<file path="src/rtl/rail_seq_pkg.sv">
`timescale 1ns/1ps
package rail_seq_pkg;
  localparam int unsigned RAIL_COUNT = 4;
  localparam int unsigned CODE_W     = 2;
  localparam int unsigned UNIT_W     = 10;

  // strobes from control to datapath
  typedef struct packed {
    logic [RAIL_COUNT-1:0] railClr;
    logic                  postClr;
  } seqStrb_t;

  // tick count that marks completion; one extra tick so the delay never
  // comes out short when the shared tick phase is arbitrary
  function automatic logic [UNIT_W-1:0] codeToTicks(input logic [CODE_W-1:0] code);
    case (code)
      2'd0:    return UNIT_W'(11);
      2'd1:    return UNIT_W'(51);
      2'd2:    return UNIT_W'(101);
      default: return UNIT_W'(501);
    endcase
  endfunction
endpackage

</file>
<file path="src/rtl/rail_seq_dlycnt.sv">
`timescale 1ns/1ps
module rail_seq_dlycnt
  import rail_seq_pkg::*;
(
  input  logic              clk,
  input  logic              rstN,
  input  logic              clr,
  input  logic              tick,
  input  logic [UNIT_W-1:0] target,
  output logic              done
);
  logic [UNIT_W-1:0] cnt;

  always_ff @(posedge clk or negedge rstN) begin
    if (!rstN)                      cnt <= '0;
    else if (clr)                   cnt <= '0;
    else if (tick && cnt < target)  cnt <= cnt + 1'b1;
  end

  assign done = (cnt >= target);
endmodule

</file>
<file path="src/rtl/rail_seq_dp.sv">
`timescale 1ns/1ps
module rail_seq_dp
  import rail_seq_pkg::*;
#(
  parameter int unsigned TICK_CYCLES = 1000000,
  parameter int unsigned MR_CYCLES   = 500
) (
  input  logic                         clk,
  input  logic                         rstN,
  input  logic [RAIL_COUNT-1:0]        railOkAsync,
  input  logic                         mrAsync,
  input  logic [CODE_W*RAIL_COUNT-1:0] railDlyCfg,
  input  logic [CODE_W-1:0]            postDlyCfg,
  input  seqStrb_t                     strb,
  output logic [RAIL_COUNT-1:0]        railOkSync,
  output logic                         mrHeld,
  output logic [RAIL_COUNT-1:0]        railDone,
  output logic                         postDone
);
  localparam int unsigned SYNC_W = RAIL_COUNT + 1;
  localparam int unsigned TICK_W = $clog2(TICK_CYCLES + 1);
  localparam int unsigned MR_W   = $clog2(MR_CYCLES + 1);

  // two-flop synchronizers, manual reset in the top bit
  logic [SYNC_W-1:0] syncA, syncB;
  always_ff @(posedge clk or negedge rstN) begin
    if (!rstN) begin
      syncA <= '0;
      syncB <= '0;
    end else begin
      syncA <= {mrAsync, railOkAsync};
      syncB <= syncA;
    end
  end
  assign railOkSync = syncB[RAIL_COUNT-1:0];

  // shared prescaler
  logic [TICK_W-1:0] tickCnt;
  logic              tickPulse;
  assign tickPulse = (tickCnt == TICK_W'(TICK_CYCLES - 1));
  always_ff @(posedge clk or negedge rstN) begin
    if (!rstN)          tickCnt <= '0;
    else if (tickPulse) tickCnt <= '0;
    else                tickCnt <= tickCnt + 1'b1;
  end

  // manual reset qualification: consecutive high cycles
  logic [MR_W-1:0] mrCnt;
  always_ff @(posedge clk or negedge rstN) begin
    if (!rstN)                          mrCnt <= '0;
    else if (!syncB[RAIL_COUNT])        mrCnt <= '0;
    else if (mrCnt != MR_W'(MR_CYCLES)) mrCnt <= mrCnt + 1'b1;
  end
  assign mrHeld = (mrCnt == MR_W'(MR_CYCLES));

  for (genvar g = 0; g < RAIL_COUNT; g++) begin : gRail
    rail_seq_dlycnt railCnt_i (
      .clk    (clk),
      .rstN   (rstN),
      .clr    (strb.railClr[g]),
      .tick   (tickPulse),
      .target (codeToTicks(railDlyCfg[CODE_W*g +: CODE_W])),
      .done   (railDone[g])
    );
  end

  rail_seq_dlycnt postCnt_i (
    .clk    (clk),
    .rstN   (rstN),
    .clr    (strb.postClr),
    .tick   (tickPulse),
    .target (codeToTicks(postDlyCfg)),
    .done   (postDone)
  );
endmodule

</file>
<file path="src/rtl/rail_seq_ctrl.sv">
`timescale 1ns/1ps
module rail_seq_ctrl
  import rail_seq_pkg::*;
(
  input  logic                  clk,
  input  logic                  rstN,
  input  logic [RAIL_COUNT-1:0] railOkSync,
  input  logic                  mrHeld,
  input  logic [RAIL_COUNT-1:0] railDone,
  input  logic                  postDone,
  input  logic [RAIL_COUNT-1:0] faultSet,
  output seqStrb_t              strb,
  output logic [RAIL_COUNT-1:0] pgN,
  output logic                  rstOutN,
  output logic [RAIL_COUNT-1:0] faultFlags
);
  always_comb begin
    strb.railClr = ~railOkSync | {RAIL_COUNT{mrHeld}};
    strb.postClr = mrHeld | ~(&railOkSync) | ~(&railDone);
  end

  always_ff @(posedge clk or negedge rstN) begin
    if (!rstN) begin
      pgN     <= '1;
      rstOutN <= 1'b0;
    end else begin
      pgN     <= ~railDone;
      rstOutN <= postDone & (&railDone) & ~mrHeld;
    end
  end

  for (genvar g = 0; g < RAIL_COUNT; g++) begin : gFault
    always_ff @(posedge clk or negedge rstN) begin
      if (!rstN)              faultFlags[g] <= 1'b0;
      else if (!railOkSync[g]) faultFlags[g] <= 1'b0;
      else if (faultSet[g])    faultFlags[g] <= 1'b1;
    end
  end
endmodule

</file>
<file path="src/rtl/rail_seq_top.sv">
`timescale 1ns/1ps
module rail_seq_top
  import rail_seq_pkg::*;
#(
  parameter int unsigned TICK_CYCLES = 1000000,
  parameter int unsigned MR_CYCLES   = 500
) (
  input  logic       clk,
  input  logic       rstN,
  input  logic [3:0] railOk,
  input  logic       mrIn,
  input  logic [7:0] railDlyCfg,
  input  logic [1:0] postDlyCfg,
  input  logic [3:0] faultSet,
  output logic [3:0] pgN,
  output logic       rstOutN,
  output logic [3:0] faultFlags
);
  logic [RAIL_COUNT-1:0] railOkSync;
  logic [RAIL_COUNT-1:0] railDone;
  logic                  mrHeld;
  logic                  postDone;
  seqStrb_t              strb;

  rail_seq_dp #(
    .TICK_CYCLES (TICK_CYCLES),
    .MR_CYCLES   (MR_CYCLES)
  ) dp_i (
    .clk         (clk),
    .rstN        (rstN),
    .railOkAsync (railOk),
    .mrAsync     (mrIn),
    .railDlyCfg  (railDlyCfg),
    .postDlyCfg  (postDlyCfg),
    .strb        (strb),
    .railOkSync  (railOkSync),
    .mrHeld      (mrHeld),
    .railDone    (railDone),
    .postDone    (postDone)
  );

  rail_seq_ctrl ctrl_i (
    .clk        (clk),
    .rstN       (rstN),
    .railOkSync (railOkSync),
    .mrHeld     (mrHeld),
    .railDone   (railDone),
    .postDone   (postDone),
    .faultSet   (faultSet),
    .strb       (strb),
    .pgN        (pgN),
    .rstOutN    (rstOutN),
    .faultFlags (faultFlags)
  );
endmodule

</file>
<file path="config.mk">
export PLATFORM = sky130hd
export DESIGN_NAME = rail_seq_top
export DESIGN_NICKNAME = d
export VERILOG_FILES = /design/src/rtl/rail_seq_pkg.sv /design/src/rtl/rail_seq_dlycnt.sv /design/src/rtl/rail_seq_dp.sv /design/src/rtl/rail_seq_ctrl.sv /design/src/rtl/rail_seq_top.sv
export SDC_FILE = /design/constraint.sdc
export NUM_CORES = 1
export LEC_CHECK = 0
export BUFFER_PORTS_ARGS = -buffer_cell sky130_fd_sc_hd__buf_2
export CORE_MARGIN = 2
export CORE_UTILIZATION = 60
export DETAILED_ROUTE_END_ITERATION = 10
export PLACE_DENSITY = 0.8
export SLEW_MARGIN = 40
export SYNTH_ARGS = -nofsm -noshare
export SYNTH_HDL_FRONTEND = slang
export SYNTH_SLANG_ARGS = --single-unit
</file>
<file path="constraint.sdc">
create_clock -name clk -period 2.57 [get_ports clk]
set_input_delay 0.1285 -clock clk [delete_from_list [all_inputs] [get_ports clk]]
set_output_delay 0.1285 -clock clk [all_outputs]
set_load 0.01 [all_outputs]
</file>
==> metrics, run 1 <==
status=complete, no violations; die area=10160 um2; top-count cell post-synth=dfrtp_1; clock sinks=98; Final Power=2659 uW; Hold Path Class=in -> async; CTS H-Tree Depth=3; Power Dens Cells=424.3 nW/um2; total CTS buffers=9; DRC viols=0; Post-CTS Setup Inserts=0; Post-synth EDFFs=0; Reg clk slew, reported paths=0.10 ns; Worst Path Required=2.85 ns; Gate Count Post-Synth=579; Final HPWL DP=8273 um; Yosys cell types=48; routed via count=4677; remaining global-route overflow=0; Final Routed Wirelength=12050 um; final setup TNS=0 ns; # IOs=30; crit path kind=reg -> reg; synthesized area=5622 um2; area fraction of the dominant cell type after synthesis=0.4184; final hold vios=0; Iter 0 DRT Violations=256; fin. max-slew vios=0; placed cell areas=5939 um2; Clock Latency Late Sink=0.36 ns; number of synthesized register bits=98; Starting Density=0.6142; Slew @ Worst Pin=0.7419 ns; Filler cells=723; Diodes inserted=0; largest net degree at the start of global routing=82; top cells by area, synth=dfrtp_1, ha_1, a21oi_1; depth of the most critical reg-to-reg path=6; Mean Syn Cell Area=9.709 um2; WP data arrival=2.74 ns; Net count, final=689; Max Fclk=0.4057 GHz; setup violators final=0; total area of sequential cells=2457 um2; CTS tree=built; footprint of the multi-input gates=2963 um2; CP Max Fanout=15; P&R area growth vs syn=11.46%; via/cell ratio=6.355; syn nets=648; I/O Buffers=29; crit end category=register; Die X=100.8 um; initial antenna violation count=0; Max Cap Viol=0; clk buf depth=2; Final Wtd Congestion=0.8590; Synth top cells by count=dfrtp_1, a21oi_1, ha_1; Clock Skew=0.009376 ns; Slew HR=0.5054; Leak=0.002833 uW; FFs w/ async S/R, synth=1.000; worst r2r dst=dp_i.gRail[3].railCnt_i.cnt[3]; Synth warnings=0; RSZ-0062 raised after global routing=false; first-pass GRT wire length=20280 um; Root Buffer=clkbuf_8; RR Startpoint=dp_i.gRail[3].railCnt_i.cnt[7]; die height=100.8 um; CP Launch Type=register; router iterations before antenna repair=7; min Tclk post-route=2.465 ns; period utilization=0.9591; vias in the first global route=4589; WL per Instance=16.37 um; # rows=35; core outline area=9153 um2; Routed Antenna Nets=0; layout cells sized above 1=0.1184; register area share after synthesis=0.4371; top_reg_cell synth=dfrtp_1; maximum resistive drop on vdd=0.0003451 V; fin area=6266 um2; R2R Setup Slk=0.11 ns; leading area contributor after synthesis=dfrtp_1; aggregate global-route resource usage=0.2463; hold slack=0.3568 ns
-- where the power goes --
group,internal [uW],total [uW],switching [uW]
sequential,1560,1570,12.9
combinational,60.2,152,92.0
clock,367,936,569
-- state kept, by name, indices dropped and copies added (netlist names) --
signal	flops
dp_i.syncB	5
dp_i.syncA	5
ctrl_i.faultFlags	4
ctrl_i.rstOutN	1
dp_i.gRail.railCnt_i.cnt	40
dp_i.mrCnt	9
ctrl_i.pgN	4
dp_i.tickCnt	20
dp_i.postCnt_i.cnt	10
-- layer usage --
layer  up-vias  GRT usage  wire [um]
met3         6    0.03883        371
met2        97     0.4272       6090
met5         -          0          0
met1      2318     0.3183       5478
met4         0    0.07376        106
li1       2256          -          -
-- layout by cell type, fill, tap and decap left out, types with 4 or more instances in the layout --
cell	n
a211o_1	6
a211oi_1	9
a21o_1	5
a21oi_1	52
and2_1	7
and3_1	13
and4b_1	10
buf_2	28
buf_4	11
clkbuf_8	9
dfrtp_1	94
dfstp_2	4
dlygate4sd3_1	10
ha_1	48
inv_1	31
nand2_1	33
nand3_1	39
nand4_1	16
nor2_1	22
nor2b_1	4
nor3_1	8
o21a_1	5
o21ai_0	4
o21ai_1	17
o31ai_1	27
or3_1	10
or4_1	30
xnor2_1	15
xor2_1	6
-- worst max-delay path, cell delays in order, from the launching register on --
cell and delay [ns]:
dfrtp_1 0.44, ha_1 0.33, a21o_1 0.18, a211o_1 0.29, a211o_1 0.42, or4_1 0.53, a21oi_1 0.18
-- area by class of cell --
| cell class | count | share of cell area |
|---|---|---|
| inverter | 36 | 0.02157 |
| timing repair buffer | 52 | 0.06190 |
| tap | 111 | 0.02216 |
| multi-input combinational | 423 | 0.4728 |
| sequential | 98 | 0.3922 |
| clock inverter | 7 | 0.009585 |
| clock buffer | 9 | 0.01977 |
-- worst max path at each step --
stage	from	endpoint	slack, ns
after floorplan	dp_i.tickCnt[13]	dp_i.postCnt_i.cnt[6]	0.25
after global placement	dp_i.postCnt_i.cnt[7]	dp_i.postCnt_i.cnt[9]	0.15
after detailed placement	dp_i.postCnt_i.cnt[7]	dp_i.postCnt_i.cnt[5]	0.05
after CTS	dp_i.postCnt_i.cnt[7]	dp_i.postCnt_i.cnt[5]	0.02
after global routing	dp_i.gRail[3].railCnt_i.cnt[7]	dp_i.gRail[3].railCnt_i.cnt[9]	0.0005
final	dp_i.gRail[3].railCnt_i.cnt[7]	dp_i.gRail[3].railCnt_i.cnt[3]	0.11
-- cells by family after synthesis --
kind of cell / synth area share
adder cells (fa/ha/maj): 0.1068
XOR/XNOR: 0.03272
flip-flops: 0.4371
AND/OR/NAND/NOR: 0.2232
AO/OA/AOI/OAI: 0.1576
multiplexers: 0.003561
buffers and inverters: 0.03895
-- stage by stage --
step,utilization,worst slack [ns],instances
floorplan,-,0.2494,579
global placement,0.6489,0.1467,709
detailed placement,0.6489,0.05264,709
CTS,0.6800,0.02389,735
global route,0.6846,0.0005040,736
finish,0.6846,0.1051,736
-- what timing repair did --
action | 4_1_cts | 5_1_grt
hold buffers | 10 | 0
endpoints found under the setup margin | 0 | 10
endpoints found under the hold margin | 64 | 0
gates resized for setup | 0 | 6
Note: power is estimated with default switching activity, not from simulation.
==> inputs of run 2 (changes only) <==
--- a/config.mk
+++ b/config.mk
@@ -6,10 +6,12 @@
 export NUM_CORES = 1
 export LEC_CHECK = 0
 export BUFFER_PORTS_ARGS = -buffer_cell sky130_fd_sc_hd__buf_2
+export CELL_PAD_IN_SITES_DETAIL_PLACEMENT = 1
+export CELL_PAD_IN_SITES_GLOBAL_PLACEMENT = 1
 export CORE_MARGIN = 2
-export CORE_UTILIZATION = 60
+export CORE_UTILIZATION = 48
 export DETAILED_ROUTE_END_ITERATION = 10
-export PLACE_DENSITY = 0.8
+export PLACE_DENSITY = 0.82
 export SLEW_MARGIN = 40
 export SYNTH_ARGS = -nofsm -noshare
 export SYNTH_HDL_FRONTEND = slang
==> run 2 against run 1 <==
Against the previous run: cell count up 5.6%; power grew 15%; die area is 24% higher; clock power increased by 42%; non-clock buffer count is 9 higher; count of clock-buffer cells in the layout grew 1; utilization is 12 points lower; register-to-register slack got worse by 0.02 ns; via count grew 1.5%; wire length is 18% higher; highest routed layer unchanged.
==> metrics, run 2 (synthesis results as in run 1) <==
Net count, final=698 (+1.3%); remaining global-route overflow=0 (unchanged); Hold Path Class=in -> async; period utilization=0.9682 (+0.009127); Slew HR=0.5777 (+0.07229); total area of sequential cells=2457 um2 (unchanged); most common cell after layout, fill and taps aside=dfrtp_1; CTS H-Tree Depth=3 (unchanged); Starting Density=0.4923 (-0.1219); Final HPWL DP=10200 um (+23%); biggest regs=dp_i.gRail.railCnt_i.cnt (40), dp_i.tickCnt (20), dp_i.postCnt_i.cnt (10); worst r2r dst=dp_i.postCnt_i.cnt[9]; core outline area=11420 um2 (+25%); final hold vios=0 (unchanged); max reg flops=40 (unchanged); Clk pwr share=0.435 (+0.083); router iterations before antenna repair=4 (-3); CP Launch Type=register; setup violators final=0 (unchanged); Filler cells=1311 (+81%); min Tclk post-route=2.488 ns (+0.02346 ns); CTS tree=built; vias in the first global route=5119 (+12%); Leak=0.002918 uW (+3.0%); Power Dens Cells=472.4 nW/um2 (+11%); CP endpoint=dp_i.postCnt_i.cnt[9]; Root Buffer=clkbuf_16; Die X=112.2 um (+11%); total CTS buffers=9 (unchanged); die height=112.2 um (+11%); Iter 0 DRT Violations=258 (+0.78%); wire length on met2=7382 um (+21%); maximum resistive drop on vdd=0.0004073 V (+18%); DRC viols=0 (unchanged); met1 WL=6384 um (+17%); clk buf depth=2 (unchanged); Max Fclk=0.4019 GHz (-0.94%); Max Cap Viol=0 (unchanged); die area=12590 um2 (+24%); layout cells sized above 1=0.1372 (+0.01882); I/O Buffers=29 (unchanged); WL per Instance=18.35 um (+12%); largest net degree at the start of global routing=52 (-37%); aggregate global-route resource usage=0.2409 (-0.005345); Diodes inserted=0 (unchanged); depth of the most critical reg-to-reg path=6 (unchanged); # IOs=30 (unchanged); Reg power frac=0.514 (-0.076); CP Max Fanout=51 (+36); # rows=39 (+11%); WP data arrival=2.75 ns (about the same); Worst Path Required=2.83 ns (-0.02 ns); crit end category=register; Crit. Startpoint=dp_i.tickCnt[15]; uppermost layer routed=met4; Final Wtd Congestion=0.7961 (-7.3%); Clock Skew=0.01086 ns (+0.001489 ns); Routed Antenna Nets=0 (unchanged); Reg clk slew, reported paths=0.07 ns (-0.03 ns); met3 wire length=265 um (-29%); most frequent cells in the layout=dfrtp_1, a21oi_1, ha_1; P&R area growth vs syn=15.02%; clock sinks=98 (unchanged); Final Routed Wirelength=14260 um (+18%); fin. max-slew vios=0 (unchanged); via/cell ratio=6.107 (-3.9%); routed via count=4745 (+1.5%); crit path kind=reg -> reg; Sw Ratio=0.2440 (-0.009679); Clock Latency Late Sink=0.35 ns (about the same); combinational power share=0.051 (-0.006); status=complete, no violations; first-pass GRT wire length=24610 um (+21%); R2R Setup Slk=0.08 ns (-0.02 ns); Final Power=3054 uW (+15%); Slew @ Worst Pin=0.6316 ns (-0.1103 ns); Switch Pwr=745.3 uW (+11%); footprint of the multi-input gates=2982 um2 (+0.63%); total internal power=2309 uW (+16%); largest register by flop count=dp_i.gRail.railCnt_i.cnt; initial antenna violation count=0 (unchanged); RR Startpoint=dp_i.tickCnt[15]; fin util=0.5663 (-0.1183)
## run 2: cell types whose count changed in the layout (fill, tap and decap cells not counted)
cell | before | now
clkbuf_16 | 1 | 9
or4b_4 | 1 | 2
a211oi_1 | 9 | 6
buf_4 | 11 | 22
inv_8 | 1 | 0
clkbuf_8 | 9 | 1
or4b_1 | 2 | 1
a211oi_2 | 1 | 4
buf_12 | 2 | 1
## run 2: how the worst min path moves through the flow
stage	startpoint	endpoint	slack, ns	cells past startpoint
after floorplan	rstN	ctrl_i.faultFlags[0]	-0.17	0
after global placement	rstN	dp_i.gRail[3].railCnt_i.cnt[2]	0.15	1
after detailed placement	rstN	dp_i.gRail[3].railCnt_i.cnt[2]	0.16	1
after CTS	rstN	dp_i.gRail[3].railCnt_i.cnt[0]	0.34	2
after global routing	rstN	dp_i.gRail[3].railCnt_i.cnt[2]	0.37	2
final	rstN	dp_i.gRail[3].railCnt_i.cnt[2]	0.30	2
## run 2: cell type report
| type | instances | share of cell area |
|---|---|---|
| multi-input combinational | 423 | 0.4611 |
| clock buffer | 10 | 0.03696 |
| timing repair buffer | 61 | 0.06579 |
| tap | 143 | 0.02767 |
| clock inverter | 6 | 0.007546 |
| sequential | 98 | 0.3800 |
| inverter | 36 | 0.02090 |
## run 2: critical path, cell delays in order, from the launching register on
cell and delay [ns]:
dfrtp_1 0.40, or4b_4 0.55, nor4_4 0.32, nand2_2 0.13
buf_12 0.20, or4_1 0.55, a211oi_2 0.23
## run 2: timing repair
action                                  4_1_cts  5_1_grt
endpoints found under the hold margin        46        0
pin swaps                                     0        2
endpoints found under the setup margin        1       14
buffers inserted                              0        1
gates resized for setup                       1        9
hold buffers                                 10        0
## run 2: per-layer routing
| metal | up-vias | track usage |
|---|---|---|
| met2 | 46 | 0.4209 |
| met4 | 0 | 0.1000 |
| met3 | 14 | 0.03024 |
| met1 | 2412 | 0.3033 |
| li1 | 2273 | - |
| met5 | - | 0 |
## run 2: per-stage QoR
stage / cells / area [um2] / hold slack, ns / setup WS, ns / setup TNS, ns
3_5_place_dp: 750 / 6035 / 0.1627 / 0.01577 / 0
3_3_place_gp: 750 / 6035 / 0.1540 / 0.1132 / 0
2_1_floorplan: 579 / 5622 / -0.1671 / 0.2494 / 0
4_1_cts: 776 / 6424 / 0.3365 / 0.03549 / 0
6_report: 777 / 6466 / 0.3038 / 0.08160 / 0
5_1_grt: 777 / 6466 / 0.3687 / -0.004811 / -0.006211
## run 2: power by group through the flow
stage          logic (uW)  clock network (uW)  registers, uW
6_report              156                1330           1570
5_1_grt               179                1420           1570
4_1_cts               159                1350           1570
3_5_place_dp          147                   0           1600
3_3_place_gp          135                   0           1600
2_1_floorplan        62.5                   0           1600
